## src/rtl/hsj_pkg.sv

```systemverilog
package hsj_pkg;

  typedef enum logic [1:0] {
    SEQ_OFF   = 2'd0,
    SEQ_INIT  = 2'd1,
    SEQ_WATCH = 2'd2,
    SEQ_LINK  = 2'd3
  } seq_state_t;

  typedef enum logic [2:0] {
    MIR_IDLE  = 3'd0,
    MIR_A     = 3'd1,
    MIR_B     = 3'd2,
    MIR_A_REL = 3'd3,
    MIR_B_REL = 3'd4
  } mir_state_t;

  // Counter width able to hold the value n.
  function automatic int cnt_bits(input int n);
    return (n < 1) ? 1 : $clog2(n + 1);
  endfunction

  // Data rises while clock stays high over both samples.
  function automatic logic stop_event(input logic sda_now, input logic sda_prev,
                                      input logic scl_now, input logic scl_prev);
    return sda_now & ~sda_prev & scl_now & scl_prev;
  endfunction

endpackage

```

## src/rtl/hsj_sync.sv

```systemverilog
module hsj_sync #(
  parameter int W      = 4,
  parameter int STAGES = 2
) (
  input  logic         clk,
  input  logic         rst_n,
  input  logic [W-1:0] d_i,
  output logic [W-1:0] q_o
);
  logic [W-1:0] stg_q [STAGES];

  always_ff @(posedge clk or negedge rst_n) begin
    if (!rst_n) begin
      for (int i = 0; i < STAGES; i++) stg_q[i] <= '0;
    end else begin
      stg_q[0] <= d_i;
      for (int i = 1; i < STAGES; i++) stg_q[i] <= stg_q[i-1];
    end
  end

  assign q_o = stg_q[STAGES-1];
endmodule

```

## src/rtl/hsj_ctrl.sv

```systemverilog
module hsj_ctrl
  import hsj_pkg::*;
#(
  parameter int INIT_CYC = 16,
  parameter int IDLE_CYC = 24
) (
  input  logic       clk,
  input  logic       rst_n,
  input  logic       en_i,
  input  logic [3:0] lines_i,     // {cd_sda, cd_scl, bp_sda, bp_scl}, synchronised
  output logic       precharge_o,
  output logic       link_o
);
  localparam int MAXC = (INIT_CYC > IDLE_CYC) ? INIT_CYC : IDLE_CYC;
  localparam int CW   = cnt_bits(MAXC);

  seq_state_t    st_q;
  logic [CW-1:0] cnt_q;
  logic          bp_scl_q, bp_sda_q;

  // Named internal events.
  logic all_hi_w, stop_w, init_done_w, idle_done_w, join_w;

  assign all_hi_w    = &lines_i;
  assign stop_w      = stop_event(lines_i[1], bp_sda_q, lines_i[0], bp_scl_q);
  assign init_done_w = (cnt_q == CW'(INIT_CYC - 1));
  assign idle_done_w = (cnt_q == CW'(IDLE_CYC - 1));
  assign join_w      = all_hi_w && (stop_w || idle_done_w);

  always_ff @(posedge clk or negedge rst_n) begin
    if (!rst_n) begin
      bp_scl_q <= 1'b0;
      bp_sda_q <= 1'b0;
    end else begin
      bp_scl_q <= lines_i[0];
      bp_sda_q <= lines_i[1];
    end
  end

  always_ff @(posedge clk or negedge rst_n) begin
    if (!rst_n) begin
      st_q  <= SEQ_OFF;
      cnt_q <= '0;
    end else if (!en_i) begin
      st_q  <= SEQ_OFF;
      cnt_q <= '0;
    end else begin
      case (st_q)
        SEQ_OFF: begin
          st_q  <= SEQ_INIT;
          cnt_q <= '0;
        end
        SEQ_INIT: begin
          if (init_done_w) begin
            st_q  <= SEQ_WATCH;
            cnt_q <= '0;
          end else begin
            cnt_q <= cnt_q + CW'(1);
          end
        end
        SEQ_WATCH: begin
          if (join_w) begin
            st_q  <= SEQ_LINK;
            cnt_q <= '0;
          end else if (!all_hi_w) begin
            cnt_q <= '0;
          end else begin
            cnt_q <= cnt_q + CW'(1);
          end
        end
        default: st_q <= SEQ_LINK;
      endcase
    end
  end

  assign precharge_o = (st_q == SEQ_INIT) || (st_q == SEQ_WATCH);
  assign link_o      = (st_q == SEQ_LINK);

  AST_DISABLE_CLEARS: assert property (@(posedge clk) disable iff (!rst_n)
    !en_i |=> (st_q == SEQ_OFF && cnt_q == '0));
  AST_WATCH_AFTER_INIT: assert property (@(posedge clk) disable iff (!rst_n)
    (st_q == SEQ_WATCH && $past(st_q) != SEQ_WATCH) |->
      ($past(st_q) == SEQ_INIT && $past(cnt_q) == CW'(INIT_CYC - 1)));
  AST_JOIN_FROM_WATCH: assert property (@(posedge clk) disable iff (!rst_n)
    $rose(link_o) |-> ($past(st_q) == SEQ_WATCH && $past(all_hi_w)));
  AST_PRECHARGE_DROPS: assert property (@(posedge clk) disable iff (!rst_n)
    $rose(link_o) |-> $fell(precharge_o));
endmodule

```

## src/rtl/hsj_mirror.sv

```systemverilog
module hsj_mirror
  import hsj_pkg::*;
#(
  parameter int GUARD = 3
) (
  input  logic clk,
  input  logic rst_n,
  input  logic link_i,
  input  logic a_low_i,   // backplane side low, synchronised
  input  logic b_low_i,   // card side low, synchronised
  output logic pull_a_o,
  output logic pull_b_o
);
  localparam int GW = cnt_bits(GUARD);

  mir_state_t    st_q;
  logic [GW-1:0] g_q;
  logic          guard_done_w;

  assign guard_done_w = (g_q == GW'(GUARD - 1));

  always_ff @(posedge clk or negedge rst_n) begin
    if (!rst_n) begin
      st_q <= MIR_IDLE;
      g_q  <= '0;
    end else if (!link_i) begin
      st_q <= MIR_IDLE;
      g_q  <= '0;
    end else begin
      case (st_q)
        MIR_IDLE: begin
          if (a_low_i)      st_q <= MIR_A;
          else if (b_low_i) st_q <= MIR_B;
        end
        MIR_A: if (!a_low_i) begin st_q <= MIR_A_REL; g_q <= '0; end
        MIR_B: if (!b_low_i) begin st_q <= MIR_B_REL; g_q <= '0; end
        MIR_A_REL: begin
          if (a_low_i)           st_q <= MIR_A;
          else if (guard_done_w) st_q <= MIR_IDLE;
          else                   g_q  <= g_q + GW'(1);
        end
        MIR_B_REL: begin
          if (b_low_i)           st_q <= MIR_B;
          else if (guard_done_w) st_q <= MIR_IDLE;
          else                   g_q  <= g_q + GW'(1);
        end
        default: st_q <= MIR_IDLE;
      endcase
    end
  end

  assign pull_b_o = link_i && (st_q == MIR_A);
  assign pull_a_o = link_i && (st_q == MIR_B);

  AST_SINGLE_OWNER: assert property (@(posedge clk) disable iff (!rst_n)
    !(pull_a_o && pull_b_o));
  AST_MIRROR_FOLLOWS: assert property (@(posedge clk) disable iff (!rst_n)
    (link_i && st_q == MIR_IDLE && a_low_i) |=> (pull_b_o || !link_i));
  AST_BP_PRIORITY: assert property (@(posedge clk) disable iff (!rst_n)
    (link_i && st_q == MIR_IDLE && a_low_i && b_low_i) |=> !pull_a_o);
endmodule

```

## src/rtl/hsbus_join_seq.sv

```systemverilog
module hsbus_join_seq #(
  parameter int INIT_CYC    = 16,
  parameter int IDLE_CYC    = 24,
  parameter int SYNC_STAGES = 2
) (
  input  logic clk,
  input  logic rst_n,
  input  logic en_i,
  input  logic bp_scl_i,
  input  logic bp_sda_i,
  input  logic cd_scl_i,
  input  logic cd_sda_i,
  output logic ready_o,
  output logic precharge_o,
  output logic link_o,
  output logic bp_scl_pull_o,
  output logic bp_sda_pull_o,
  output logic cd_scl_pull_o,
  output logic cd_sda_pull_o
);
  localparam int NPAIR = 2;                 // 0 = clock, 1 = data
  localparam int GUARD = SYNC_STAGES + 1;   // echo mask window

  logic [3:0]       lines_s;
  logic             link_w;
  logic [NPAIR-1:0] bp_low, cd_low, bp_pull, cd_pull;

  hsj_sync #(.W(4), .STAGES(SYNC_STAGES)) u_sync (
    .clk   (clk),
    .rst_n (rst_n),
    .d_i   ({cd_sda_i, cd_scl_i, bp_sda_i, bp_scl_i}),
    .q_o   (lines_s)
  );

  hsj_ctrl #(.INIT_CYC(INIT_CYC), .IDLE_CYC(IDLE_CYC)) u_ctrl (
    .clk         (clk),
    .rst_n       (rst_n),
    .en_i        (en_i),
    .lines_i     (lines_s),
    .precharge_o (precharge_o),
    .link_o      (link_w)
  );

  assign bp_low = ~lines_s[1:0];
  assign cd_low = ~lines_s[3:2];

  for (genvar p = 0; p < NPAIR; p++) begin : g_pair
    hsj_mirror #(.GUARD(GUARD)) u_mir (
      .clk      (clk),
      .rst_n    (rst_n),
      .link_i   (link_w),
      .a_low_i  (bp_low[p]),
      .b_low_i  (cd_low[p]),
      .pull_a_o (bp_pull[p]),
      .pull_b_o (cd_pull[p])
    );
  end

  assign link_o        = link_w;
  assign ready_o       = link_w;
  assign bp_scl_pull_o = bp_pull[0];
  assign bp_sda_pull_o = bp_pull[1];
  assign cd_scl_pull_o = cd_pull[0];
  assign cd_sda_pull_o = cd_pull[1];

  AST_QUIET_WHEN_OFF: assert property (@(posedge clk) disable iff (!rst_n)
    !en_i |=> !(ready_o || precharge_o || |bp_pull || |cd_pull));
  AST_INIT_ON_ENABLE: assert property (@(posedge clk) disable iff (!rst_n)
    (!precharge_o && !link_o && en_i) |=> (precharge_o && !ready_o));
endmodule

```

## config.mk

```make
export PLATFORM = sky130hd
export DESIGN_NAME = hsbus_join_seq
export DESIGN_NICKNAME = d
export VERILOG_FILES = /design/src/rtl/hsj_pkg.sv /design/src/rtl/hsj_sync.sv /design/src/rtl/hsj_ctrl.sv /design/src/rtl/hsj_mirror.sv /design/src/rtl/hsbus_join_seq.sv
export SDC_FILE = /design/constraint.sdc
export NUM_CORES = 1
export LEC_CHECK = 0
export BUFFER_PORTS_ARGS = -buffer_cell sky130_fd_sc_hd__buf_4
export CORE_UTILIZATION = 58
export CTS_CLUSTER_DIAMETER = 30
export CTS_CLUSTER_SIZE = 25
export DETAILED_ROUTE_END_ITERATION = 10
export PLACE_DENSITY = 0.77
export SYNTH_ARGS = -nofsm -noshare
export SYNTH_HDL_FRONTEND = slang
export SYNTH_HIERARCHICAL = 1
export SYNTH_SLANG_ARGS = --single-unit
```

## constraint.sdc

```tcl
create_clock -name clk -period 2 [get_ports clk]
set_clock_uncertainty 0.05 [all_clocks]
set_input_delay 0.2 -clock clk [delete_from_list [all_inputs] [get_ports clk]]
set_output_delay 0.2 -clock clk [all_outputs]
set_load 0.02 [all_outputs]
```

* Word level (Yosys, flattened, before mapping) *
Cells that the tools add are included.

cells by class
  $add $sub $neg = 3
  equal/unequal tests = 30
  muxes and demuxes = 41
  bitwise logic cells = 6
  reduce and logical (&&, ||, !) cells = 16

operator list
  cell                                                  count
  2-to-1 mux 3 bit                                      16
  2-to-1 mux 2 bit                                      15
  one-hot mux 3 bit (5 select lines)                    2
  != test 3 bit (second input constant)                 8
  2-to-1 mux 5 bit                                      4
  one-hot mux 2 bit (4 select lines)                    2
  one-hot mux 5 bit (3 select lines)                    1
  equality test 3 x 2 -> 1 bit (second input constant)  4
  AND reduction 5 bit                                   2
  equality test 2 bit (second input constant)           4
  != test 4 bit (second input constant)                 2
  equality test 3 x 1 -> 1 bit (second input constant)  2
  equality test 3 bit (second input constant)           2
  zero test 3 bit                                       2
  != test 3 x 2 -> 1 bit (second input constant)        2
  one-hot mux 2 bit (3 select lines)                    1
  AND reduction 3 bit                                   2
  adder 5 x 1 -> 5 bit (second input constant)          1
  equality test 5 x 4 -> 1 bit (second input constant)  1
  equality test 5 bit (second input constant)           1
  logical AND 1 bit                                     5
  != test 5 x 1 -> 1 bit (second input constant)        1
  != test 5 bit (second input constant)                 1
  adder 2 x 1 -> 2 bit (second input constant)          2
  9 further kinds                                       13

word-level totals
  register bits = 27
  bits of input ports = 7
  output and inout bits = 7
  logic and storage cells = 106

* Depth between registers and ports, before layout *
  word-level depth = 9
  mapped depth = 8
  gate-level depth less buffers = 8

* Cells and area by module *
The synthesis kept the hierarchy.

by module, submodules not included
  module          times used  cells an instance  area each (um^2)  sequential area each (um^2)
  hsj_mirror      2           45                 404.1             125.1
  hsj_ctrl        1           53                 549.3             225.2
  hsj_sync        1           12                 230.2             200.2
  hsbus_join_seq  1           5                  22.5              0.0

* Worst setup path before layout *
OpenSTA, ideal clock, no wires.

  path kind = flip-flop to output port
  start point = register u_ctrl.st_q[0]
  end point = output port cd_scl_pull_o
  arrival time = 1.566 ns
  data required time = 1.750 ns
  setup slack = 0.184 ns
  cell stages (with the launch flop) = 4
  buffers on the path = 0
  cell sequence = dfrtp_1 ha_1 nand2b_1 nor3b_1

between the ends
  word-level cells in the longest chain between the ends = 2

RTL lines
  what                      RTL line              text
  start: declaration        hsj_ctrl.sv:17        seq_state_t st_q;
  start signal: assignment  hsj_ctrl.sv:42        st_q <= SEQ_OFF;
  start signal: assignment  hsj_ctrl.sv:45        st_q <= SEQ_OFF;
  start signal: assignment  hsj_ctrl.sv:50        st_q <= SEQ_INIT;
  equality test 2 bit       hsj_ctrl.sv:77        assign link_o = (st_q == SEQ_LINK);
  named net link_o          hsbus_join_seq.sv:15  output logic link_o,
  logical AND 1 bit         hsj_mirror.sv:52      assign pull_b_o = link_i && (st_q == MIR_A);
  end: declaration          hsbus_join_seq.sv:18  output logic cd_scl_pull_o,

The timed path passes the listed nets, and every way through them passes these cells.

* Worst setup path in the final report *
  start point = register u_ctrl.st_q[0]
  end point = output port cd_sda_pull_o

between the ends
  word-level cells in the longest chain between the ends = 2

RTL lines
  what                 RTL line              text
  equality test 2 bit  hsj_ctrl.sv:77
  logical AND 1 bit    hsj_mirror.sv:52
  end: declaration     hsbus_join_seq.sv:19  output logic cd_sda_pull_o

No other way between the ends.

==> results.json <==
{
  "critical_path.cell_chain": "ha_4, nand2b_1, nor3b_1, buf_4",
  "path_max_fanout": 11,
  "floorplan.die.width_um": 54.69,
  "start_util_pct": 63.27,
  "grtUsageTotal_pct": 22.91,
  "vdd_drop_max_uv": 693.8,
  "rsz0062_at_grt": "no",
  "final.setup.tns_ns": 0,
  "cts_max_level": 1,
  "required_ns": 1.75,
  "final.period_utilization_pct": 92.71,
  "io_buffers": 13,
  "ys_ff_latch": 27,
  "netlist_area_um2": 1610,
  "proportion_of_power_drawn_by_combinational_gates_pct": 36.5,
  "final-setup-viol-count": 0,
  "worstSetupStartpointType": "flop",
  "critical_path.endpoint_type": "primary output",
  "final_core_util_pct": 70.06,
  "synth_top_area_share_pct": 41.96,
  "share_clk_of_total_power_pct": 17.2,
  "worst-slew-pin-transition_ns": 0.5089,
  "fillers": 204,
  "power.share.switching_pct": 36.46,
  "async_set_reset_flop_share_out_of_synthesis_pct": 100.0,
  "syn_nets": 176,
  "powerDensity_nw_per_um2": 786.5,
  "yosys.cell_count.top_type": "sky130_fd_sc_hd__dfrtp_1",
  "ys_top_cells_by_area": "sky130_fd_sc_hd__dfrtp_1, sky130_fd_sc_hd__ha_1, sky130_fd_sc_hd__inv_1",
  "synth_sequential_area_ratio_pct": 41.96,
  "netSwitchingPower_uw": 511.3,
  "first_iter_violations": 20,
  "critical_path_top_delay_cell": "sky130_fd_sc_hd__dfrtp_1",
  "detailedPlacementHpwl_um": 2071,
  "clk_pin_slew_worst_paths_ns": 0.14,
  "period_needed_ns": 1.854,
  "gpl.final_weighted_congestion": 0.8519,
  "io_pins": 14,
  "totalWireLength_um": 2909,
  "synth-adder-area-share_pct": 6.993,
  "p_int_uw": 891.0,
  "p_seq_share_pct": 46.3,
  "grt_pass1_vias": 1105,
  "combinational_family_with_the_most_area_after_synthesis": "simple AND/OR/NAND/NOR gates",
  "delay_contributed_by_the_slowest_stage_of_the_critical_path_ns": 0.44,
  "cts-root-buf": "sky130_fd_sc_hd__clkbuf_4",
  "path_class": "reg2out",
  "status": "completed",
  "synth_xor_xnor_area_share_pct": 0,
  "slew_headroom_pct": 66.00,
  "vias": 1185,
  "numCtsBuffers": 3,
  "timing_max_transition_violations_final": 0,
  "maxClockFrequency_mhz": 539.3,
  "synth.yosys.warnings": 6,
  "min-delay-path-class": "in2reg",
  "via_per_inst": 5.809,
  "area_delta_synth_final_pct": 10.72,
  "number_of_synthesized_flops_with_an_enable_pin": 0,
  "tritoncts_num_sinks": 27,
  "post_route_cells_drive_above_1_share_pct": 22.41,
  "syn_avg_cell_area_um2": 10.06,
  "synth_simple_gate_area_share_pct": 26.18,
  "grt_overflow_total": 0,
  "ys.flop_type": "sky130_fd_sc_hd__dfrtp_1",
  "ctsLongestPathBuffers": 2,
  "power.static_leakage_uw": 0.0008242,
  "yosysTopAreaCell": "sky130_fd_sc_hd__dfrtp_1",
  "antenna_cells": 0,
  "remaining_drc_errors": 0,
  "hold_viol": 0,
  "yosys.cell_types.count": 42,
  "drtPass1Iterations": 5,
  "final_nets": 191,
  "dieArea_um2": 2991,
  "placeableCoreArea_um2": 2545,
  "cts_tree": "built",
  "maximum_number_of_pins_on_one_net_before_global_route_repair": 28,
  "complex_gate_fraction_of_the_synthesized_area_pct": 13.68,
  "wl_per_cell_um": 14.26,
  "die_height_um": 54.69,
  "fp-row-count": 18,
  "grt_antenna_before_repair": 0,
  "ys_top_cells_by_count": "sky130_fd_sc_hd__dfrtp_1, sky130_fd_sc_hd__inv_1, sky130_fd_sc_hd__nand2_1",
  "final.hold.worst_slack_ns": 0.06528,
  "synth_cells": 160,
  "cp.arrival_ns": 1.60,
  "first_pass_grt_wire_length_um": 4698,
  "insertion_delay_ns": 0.33,
  "drv.max_cap_violation_count": 0,
  "antenna_left": 0,
  "yosys-mux-area-fraction_pct": 3.807
}
[registers in the layout, indices dropped and copies added (netlist names)]
name	flops
g_pair.u_mir/st_q	6
u_ctrl/cnt_q	5
g_pair.u_mir/g_q	4
u_sync/q_o	4
u_sync/stg_q	4
u_ctrl/st_q	2
u_ctrl/bp_scl_q	1
u_ctrl/bp_sda_q	1
[logic make-up after synthesis]
family	after synthesis
simple gates	64
buf+inv	24
flops	27
mux	6
compound gates	30
fa+ha+maj	9
[worst max-delay path: cells and delay by family (launching register included)]
family	cells	cell delay, ns
DFF	1	0.44
and+or+nand+nor	2	0.40
adders and majority gates	1	0.25
buffers and inverters	1	0.18
[through the flow]
stage | power, uW | worst slack (ns) | instances | cell area (um2)
after floorplan | 1020 | 0.1839 | 160 | 1610
after global placement | 1120 | 0.2976 | 195 | 1690
after detailed placement | 1144 | 0.2468 | 195 | 1690
after CTS | 1393 | 0.04613 | 204 | 1773
after global routing | 1486 | 0.02791 | 204 | 1783
final | 1402 | 0.1458 | 204 | 1783
[routing by layer]
layer  track usage (%)  vias to the layer above  wire length [um]
li1                  -                      586                 -
met2             41.77                       25              1516
met1             26.46                      569              1273
met5                 0                        -                 0
met4             6.410                        0                31
met3             5.000                        5                88
[layout make-up]
cell class | instances | area [um2] | share of cell area (%)
Multi-Input combinational cell | 109 | 828.3 | 46.46
Sequential cell | 27 | 675.6 | 37.89
Timing Repair Buffer | 19 | 155.1 | 8.702
Inverter | 15 | 56.30 | 3.158
Tap cell | 30 | 37.54 | 2.105
Clock buffer | 3 | 22.52 | 1.263
Clock inverter | 1 | 7.507 | 0.4211
[power groups by stage]
stage | combinational, uW | clock [uW] | sequential, uW
4_1_cts | 504 | 248 | 641
3_3_place_gp | 473 | 0 | 647
2_1_floorplan | 398 | 0 | 623
6_report | 512 | 241 | 649
5_1_grt | 559 | 269 | 658
3_5_place_dp | 493 | 0 | 651
[placed cells by master (no fill, tap or decap), types with 3 or more instances in the layout]
master                          synthesis  layout
sky130_fd_sc_hd__nand2_1               11      11
sky130_fd_sc_hd__or3_1                  4       4
sky130_fd_sc_hd__nor2_1                 4       4
sky130_fd_sc_hd__mux2i_1                5       5
sky130_fd_sc_hd__buf_4                  7      14
sky130_fd_sc_hd__nand2b_1               6       6
sky130_fd_sc_hd__and3b_1                4       4
sky130_fd_sc_hd__dlygate4sd3_1          0       5
sky130_fd_sc_hd__nor3_1                 5       5
sky130_fd_sc_hd__ha_1                   9       8
sky130_fd_sc_hd__a21oi_1                8       8
sky130_fd_sc_hd__clkbuf_4               0       3
sky130_fd_sc_hd__inv_1                 15      15
sky130_fd_sc_hd__dfrtp_1               27      27
sky130_fd_sc_hd__nand3_1                4       4
sky130_fd_sc_hd__o21ai_0                4       4
sky130_fd_sc_hd__nor3b_1                5       5
[final timing paths]
path,start,to,slack (ns),cells after the start
max in group asynchronous,rst_n,g_pair[0].u_mir/g_q[0],1.41,2
worst max register to register,u_ctrl/cnt_q[0],u_ctrl/cnt_q[3],0.21,8
worst min register to register,u_sync/stg_q[5],u_sync/q_o[1],0.32,0
min in group asynchronous,rst_n,u_ctrl/cnt_q[2],0.24,2
worst max-delay path,u_ctrl/st_q[0],cd_sda_pull_o,0.15,4
worst min-delay path,en_i,u_ctrl/st_q[1],0.07,2
[timing repair]
action                                  CTS  global route
endpoints found under the hold margin    31             0
resized for setup                         1             1
hold buffers                              5             0
setup buffers                             0             0
endpoints found under the setup margin    4             4
Power figures use the tool's default switching activity.
